[src/rtl/cvs_pkg.sv]
package cvs_pkg;

   typedef struct packed {
      logic load3;
      logic lock3;
      logic load2;
      logic lock2;
   } cvs_cfg_t;

   // Bit index holding the order of pair (lo, hi), lo < hi; pairs are
   // enumerated lexicographically from the most significant bit down.
   function automatic int unsigned cvs_pair_bit(int unsigned nw, int unsigned lo,
                                                int unsigned hi);
      int unsigned k;
      int unsigned res;
      k   = 0;
      res = 0;
      for (int unsigned a = 0; a < nw; a++) begin
         for (int unsigned b = a + 1; b < nw; b++) begin
            if (a == lo && b == hi) res = (nw * (nw - 1) / 2) - 1 - k;
            k++;
         end
      end
      return res;
   endfunction

endpackage

[src/rtl/cvs_cfg_reg.sv]
module cvs_cfg_reg
   import cvs_pkg::*;
#(
   parameter int unsigned CTRL_W    = 32,
   parameter int unsigned LOCK2_BIT = 0,
   parameter int unsigned LOAD2_BIT = 1,
   parameter int unsigned LOCK3_BIT = 8,
   parameter int unsigned LOAD3_BIT = 9
) (
   input  logic              clk,
   input  logic              rst_n,
   input  logic              we,
   input  logic [CTRL_W-1:0] wdata,
   output logic [CTRL_W-1:0] rdata,
   output cvs_cfg_t          cfg
);

   if (LOCK2_BIT >= CTRL_W || LOAD2_BIT >= CTRL_W ||
       LOCK3_BIT >= CTRL_W || LOAD3_BIT >= CTRL_W) begin : g_bad_pos
      $error("cvs_cfg_reg: field position outside register width");
   end

   always_ff @(posedge clk or negedge rst_n) begin
      if (!rst_n) begin
         cfg <= '0;
      end else if (we) begin
         cfg.lock2 <= wdata[LOCK2_BIT];
         cfg.load2 <= wdata[LOAD2_BIT];
         cfg.lock3 <= wdata[LOCK3_BIT];
         cfg.load3 <= wdata[LOAD3_BIT];
      end
   end

   always_comb begin
      rdata            = '0;
      rdata[LOCK2_BIT] = cfg.lock2;
      rdata[LOAD2_BIT] = cfg.load2;
      rdata[LOCK3_BIT] = cfg.lock3;
      rdata[LOAD3_BIT] = cfg.load3;
   end

   logic unused_wbits;
   assign unused_wbits = ^wdata;

endmodule

[src/rtl/cvs_victim_dec.sv]
module cvs_victim_dec
   import cvs_pkg::*;
#(
   parameter int unsigned NWAYS = 4,
   parameter int unsigned LRU_W = NWAYS * (NWAYS - 1) / 2,
   parameter int unsigned WAY_W = $clog2(NWAYS)
) (
   input  logic [LRU_W-1:0] lru,
   input  logic [NWAYS-1:0] allow,
   output logic [WAY_W-1:0] victim,
   output logic             order_ok
);

   localparam int unsigned CNT_W = $clog2(NWAYS);

   // older[w][x] : way w was used before way x
   logic [NWAYS-1:0][NWAYS-1:0] older;
   logic [NWAYS-1:0]            cand;
   logic [CNT_W-1:0]            rank [NWAYS];

   for (genvar w = 0; w < NWAYS; w++) begin : g_row
      for (genvar x = 0; x < NWAYS; x++) begin : g_col
         if (w == x) begin : g_self
            assign older[w][x] = 1'b0;
         end else if (w < x) begin : g_fwd
            assign older[w][x] = lru[cvs_pair_bit(NWAYS, w, x)];
         end else begin : g_rev
            assign older[w][x] = ~lru[cvs_pair_bit(NWAYS, x, w)];
         end
      end
      assign cand[w] = allow[w] & (&(older[w] | ~allow | (NWAYS'(1) << w)));
   end

   always_comb begin
      for (int w = 0; w < NWAYS; w++) rank[w] = CNT_W'($countones(older[w]));
   end

   // a consistent total order gives every way a distinct rank
   always_comb begin
      order_ok = 1'b1;
      for (int a = 0; a < NWAYS; a++) begin
         for (int b = a + 1; b < NWAYS; b++) begin
            if (rank[a] == rank[b]) order_ok = 1'b0;
         end
      end
   end

   always_comb begin
      victim = '0;
      for (int w = NWAYS - 1; w >= 0; w--) begin
         if (cand[w]) victim = WAY_W'(w);
      end
      if (!order_ok) victim = '0;
   end

endmodule

[src/rtl/cvs_mru_upd.sv]
module cvs_mru_upd
   import cvs_pkg::*;
#(
   parameter int unsigned NWAYS = 4,
   parameter int unsigned LRU_W = NWAYS * (NWAYS - 1) / 2,
   parameter int unsigned WAY_W = $clog2(NWAYS)
) (
   input  logic [LRU_W-1:0] lru_in,
   input  logic [WAY_W-1:0] way,
   output logic [LRU_W-1:0] lru_out
);

   for (genvar lo = 0; lo < NWAYS; lo++) begin : g_lo
      for (genvar hi = lo + 1; hi < NWAYS; hi++) begin : g_hi
         localparam int unsigned P = cvs_pair_bit(NWAYS, lo, hi);
         assign lru_out[P] = (way == WAY_W'(lo)) ? 1'b0 :
                             (way == WAY_W'(hi)) ? 1'b1 : lru_in[P];
      end
   end

endmodule

[src/rtl/cache_victim_sel.sv]
module cache_victim_sel
   import cvs_pkg::*;
#(
   parameter int unsigned NWAYS     = 4,
   parameter int unsigned CTRL_W    = 32,
   parameter int unsigned LOCK_A    = 2,
   parameter int unsigned LOCK_B    = 3,
   parameter int unsigned LOCK2_BIT = 0,
   parameter int unsigned LOAD2_BIT = 1,
   parameter int unsigned LOCK3_BIT = 8,
   parameter int unsigned LOAD3_BIT = 9,
   parameter int unsigned WAY_W     = $clog2(NWAYS),
   parameter int unsigned LRU_W     = NWAYS * (NWAYS - 1) / 2
) (
   input  logic              clk,
   input  logic              rst_n,
   input  logic              cfg_we,
   input  logic [CTRL_W-1:0] cfg_wdata,
   output logic [CTRL_W-1:0] cfg_rdata,
   input  logic              req_valid,
   input  logic              req_hit,
   input  logic [WAY_W-1:0]  req_hit_way,
   input  logic              req_prefetch,
   input  logic              dsp_mode,
   input  logic [LRU_W-1:0]  lru_cur,
   output logic              rsp_valid,
   output logic [WAY_W-1:0]  rsp_way,
   output logic [LRU_W-1:0]  rsp_lru,
   output logic              load_conflict
);

   if (NWAYS < 2) begin : g_bad_ways
      $error("cache_victim_sel: need at least two ways");
   end
   if (LOCK_A >= NWAYS || LOCK_B >= NWAYS || LOCK_A == LOCK_B) begin : g_bad_lock
      $error("cache_victim_sel: lockable ways must be distinct and present");
   end
   if (WAY_W != $clog2(NWAYS) || LRU_W != NWAYS * (NWAYS - 1) / 2) begin : g_bad_w
      $error("cache_victim_sel: derived widths overridden inconsistently");
   end

   cvs_cfg_t         cfg;
   logic [NWAYS-1:0] allow;
   logic [WAY_W-1:0] dec_way;
   logic [WAY_W-1:0] fill_way;
   logic [WAY_W-1:0] sel_way;
   logic [LRU_W-1:0] next_lru;
   logic             dec_ok;
   logic             force_a;
   logic             force_b;
   logic             conflict;

   cvs_cfg_reg #(
      .CTRL_W   (CTRL_W),
      .LOCK2_BIT(LOCK2_BIT),
      .LOAD2_BIT(LOAD2_BIT),
      .LOCK3_BIT(LOCK3_BIT),
      .LOAD3_BIT(LOAD3_BIT)
   ) u_cfg (
      .clk  (clk),
      .rst_n(rst_n),
      .we   (cfg_we),
      .wdata(cfg_wdata),
      .rdata(cfg_rdata),
      .cfg  (cfg)
   );

   always_comb begin
      allow         = '1;
      allow[LOCK_A] = ~cfg.lock2;
      allow[LOCK_B] = ~cfg.lock3;
   end

   cvs_victim_dec #(
      .NWAYS(NWAYS),
      .LRU_W(LRU_W),
      .WAY_W(WAY_W)
   ) u_dec (
      .lru     (lru_cur),
      .allow   (allow),
      .victim  (dec_way),
      .order_ok(dec_ok)
   );

   assign force_a  = req_prefetch & dsp_mode & cfg.lock2 & cfg.load2;
   assign force_b  = req_prefetch & dsp_mode & cfg.lock3 & cfg.load3;
   assign conflict = req_valid & ~req_hit & force_a & force_b;

   always_comb begin
      if (force_a)      fill_way = WAY_W'(LOCK_A);
      else if (force_b) fill_way = WAY_W'(LOCK_B);
      else              fill_way = dec_way;
      sel_way = req_hit ? req_hit_way : fill_way;
   end

   cvs_mru_upd #(
      .NWAYS(NWAYS),
      .LRU_W(LRU_W),
      .WAY_W(WAY_W)
   ) u_upd (
      .lru_in (lru_cur),
      .way    (sel_way),
      .lru_out(next_lru)
   );

   always_ff @(posedge clk or negedge rst_n) begin
      if (!rst_n) begin
         rsp_valid     <= 1'b0;
         rsp_way       <= '0;
         rsp_lru       <= '0;
         load_conflict <= 1'b0;
      end else begin
         rsp_valid     <= req_valid;
         load_conflict <= load_conflict | conflict;
         if (req_valid) begin
            rsp_way <= sel_way;
            rsp_lru <= next_lru;
         end
      end
   end

   logic unused_dec;
   assign unused_dec = dec_ok;

endmodule

[config.mk]
export PLATFORM = sky130hd
export DESIGN_NAME = cache_victim_sel
export DESIGN_NICKNAME = d
export VERILOG_FILES = /design/src/rtl/cvs_pkg.sv /design/src/rtl/cvs_cfg_reg.sv /design/src/rtl/cvs_victim_dec.sv /design/src/rtl/cvs_mru_upd.sv /design/src/rtl/cache_victim_sel.sv
export SDC_FILE = /design/constraint.sdc
export NUM_CORES = 1
export LEC_CHECK = 0
export ABC_AREA = 1
export BUFFER_PORTS_ARGS = -buffer_cell sky130_fd_sc_hd__buf_2
export CAP_MARGIN = 10
export CORE_MARGIN = 1
export CORE_UTILIZATION = 25
export CTS_BUF_LIST = sky130_fd_sc_hd__clkbuf_16
export DETAILED_ROUTE_END_ITERATION = 7
export GPL_ROUTABILITY_DRIVEN = 1
export SETUP_SLACK_MARGIN = 0.15
export SKIP_LAST_GASP = 1
export SLEW_MARGIN = 20
export SYNTH_ARGS = -nofsm -noshare
export SYNTH_HDL_FRONTEND = slang
export SYNTH_SLANG_ARGS = --single-unit
[constraint.sdc]
create_clock -name clk -period 1.4 [get_ports clk]
set_input_delay 0.28 -clock clk [delete_from_list [all_inputs] [get_ports clk]]
set_output_delay 0.28 -clock clk [all_outputs]
set_load 0.02 [all_outputs]
==> metrics <==
Area Growth Syn to Fin 30.2%; WS Path Type in -> reg; VDD IR max 0.000435 V; Tot GR Track Use 0.101; Initial DRC Count 38; diode count 0; Clock Tree Buf Depth 2; post-synthesis sequential area ratio 0.288; setup ws final -0.466 ns; RSZ-0062 raised after global routing yes; vias 1085; die area 5150 um2; status finished, violations left; H-tree levels 1; number of flops mapped to enable cells by yosys 0; antenna-violating nets left 0; critical path arrival 2.04 ns; Synth area leader dfrtp_1; core region area 4690 um2; Crit-path slowest cell fa_2; crit path cell chain buf_8, fa_2, inv_2, nand2_1, nand2_1, nand2_1, nand2_1, nor2_2, nand3_2, a21oi_4, nand3_2, nand2_1, nand2_1, nand2_1; crit path to rsp_lru[4]; final WL 2470 um; clock network power share 0.328; antenna violations before repair 0; CTS tree yes; layout cells sized above 1 0.339; worst endpoint required time 1.58 ns; CP bufs+invs 2; Hold WC Path Type in -> reg; clk slew on worst S/H paths 0.05 ns; LEAKAGE 0.921 nW; P per Cell Area 1020 nW/um2; slowest stage delay, CP 0.62 ns; syn avg cell area 6.96 um2; total grt overflow 0; most common cell in the synthesized netlist nand2_1; fin crit period 1.87 ns; clock skew 0.00286 ns; top_reg_cell synth dfrtp_1; post-layout power 1.62 mW; Starting Density 0.259; routability cong. 0.865; root buf cell clkbuf_16; YS warnings 0; Clk Latency, worst-skew pair 0.24 ns; Synth Cell Area 1220 um2; final hold slack 0.245 ns; Pins Over Slew Limit 0; switching power 0.571 mW; Rows 25; First-pass DRT Iterations 6; Top Family by Delay on Critical Path simple AND/OR/NAND/NOR gates; global-route wire length before repair 4120 um; die width 71.8 um; Synth area leaders dfrtp_1 29%, nand2_1 22%, buf_4 17%, fa_1 6.6%, inv_1 4.9%; register share of total power 0.298; CTS sink count 14; IO Port Bufs 32; failing checks setup timing; reg2reg path depth 10; Comb pwr share 0.375; DR WL/cell 8.99 um; Distinct cells, synth 22; reg2reg start u_cfg.cfg[0]; Tcrit/Tclk final 1.33; DR DRC count 0; most used cell, CP nand2_1; Hold Vio Cnt, Final 0; vias in the first global route 991; cell depth of the worst setup path 14; terminus of the critical flop-to-flop path rsp_lru[3]; Top Ports 89; Via density 3.95; Die Y 71.8 um; Num CTS Buffers 3; Final #Nets 274; FMAX 0.536 GHz; Int Pwr 1.05 mW; crit path max fanout 5; CP startpoint lru_cur[3]; fraction of registers with async set/reset 1.00; top cell type's share of synthesized area 0.288; Seq cells post-synth 14; largest net degree at the start of global routing 15; Setup violations, final 8; pre-CTS WS -0.796 ns; register-to-register setup slack -0.09 ns; switching part of the total 0.352; CP Launch Type input pin; max-cap violations 0; CP Capture Type flip-flop; DP Wirelength 2030 um; most frequent cells after synthesis 72 x nand2_1, 28 x buf_4, 16 x inv_1; synthesized instance count 175
-- worst min-delay path by stage --
stage	start	end	slack (ns)	depth (start not counted)
4_1_cts	cfg_wdata[1]	u_cfg.cfg[1]	0.25	3
2_1_floorplan	rst_n	load_conflict	-0.02	0
3_3_place_gp	rst_n	rsp_lru[4]	0.19	1
3_5_place_dp	rst_n	rsp_way[1]	0.20	1
6_report	cfg_wdata[9]	u_cfg.cfg[3]	0.25	3
5_1_grt	req_valid	rsp_valid	0.27	1
-- per-stage QoR --
step           area [um2]   util  setup TNS [ns]  std cells
6_report             1590  0.338           -3.42        275
2_1_floorplan        1330      -           -3.17        202
3_5_place_dp         1410  0.301           -6.04        269
4_1_cts              1560  0.332           -3.57        274
5_1_grt              1590  0.338           -4.49        275
3_3_place_gp         1410  0.301           -5.81        269
-- worst min-delay path: cells and delay by family --
family	cells	cell delay (ns)
buffers and inverters	1	0.07
AOI/OAI and AO/OA	1	0.06
and+or+nand+nor	1	0.04
-- registers in the layout (all words and copies together), names as in the netlist --
signal and flops:
u_cfg.cfg 4, rsp_way 2, load_conflict 1, rsp_lru 6, rsp_valid 1
-- final cells by class --
type                    instances  area (um2)
fillers                       515        3110
multi-input cells             137         691
flip-flops and latches         14         352
repair buffers                 45         308
inverters                      22        92.6
clock buffers                   3        75.1
well taps                      54        67.6
-- per-layer routing --
layer | part of all wire | global-route usage | vias to the layer above
met2 | 0.48 | 0.180 | 45
met1 | 0.46 | 0.120 | 468
met4 | 0.0024 | 0.0131 | 0
li1 | - | - | 570
met3 | 0.058 | 0.0338 | 2
met5 | 0 | 0 | -
-- cells in the final DEF (no fill, tap or decap) --
cell type,n
buf_2,25
inv_2,8
xnor2_1,2
inv_8,1
nand2_2,6
inv_4,1
nor3_1,3
clkbuf_16,3
nor2_2,1
buf_6,6
dfrtp_2,1
a41o_1,1
nor2_1,4
nand2_1,69
nand3_1,4
nor3_2,1
dfrtp_1,13
fa_2,4
buf_8,1
buf_4,12
o21ai_2,1
nand3_2,3
o211ai_1,1
a21oi_4,1
o21ai_0,7
conb_1,28
inv_1,12
nand3b_1,1
dlygate4sd3_1,1
-- cell families (layout without fill, tap and decap cells) --
| kind of cell | count (synthesis) | in the layout | share of synthesized area |
|---|---|---|---|
| and+or+nand+nor | 92 | 92 | 0.319 |
| buffers and inverters | 51 | 70 | 0.250 |
| DFF | 14 | 14 | 0.288 |
| AOI/OAI and AO/OA | 11 | 11 | 0.0606 |
| adders and majority gates | 4 | 4 | 0.0658 |
| xor gates and xnor gates | 2 | 2 | 0.0144 |
| other | 1 | 28 | 0.00308 |
-- repair_timing --
item                                    in CTS  in global routing
pin swaps                                   16                  2
setup buffers                                1                  1
hold buffers                                 1                  0
hold endpoints to repair                    14                  0
endpoints found under the setup margin       9                 10
resized for setup                           17                  7
-- power by group through the flow --
| stage | Clock [mW] | Combinational [mW] | Sequential, mW |
|---|---|---|---|
| final | 0.531 | 0.607 | 0.482 |
| after detailed placement | 0 | 0.565 | 0.487 |
| after floorplan | 0 | 0.397 | 0.547 |
| after global routing | 0.561 | 0.676 | 0.489 |
| after global placement | 0 | 0.564 | 0.488 |
| after CTS | 0.544 | 0.593 | 0.481 |
(Power assumes the default switching activity.)
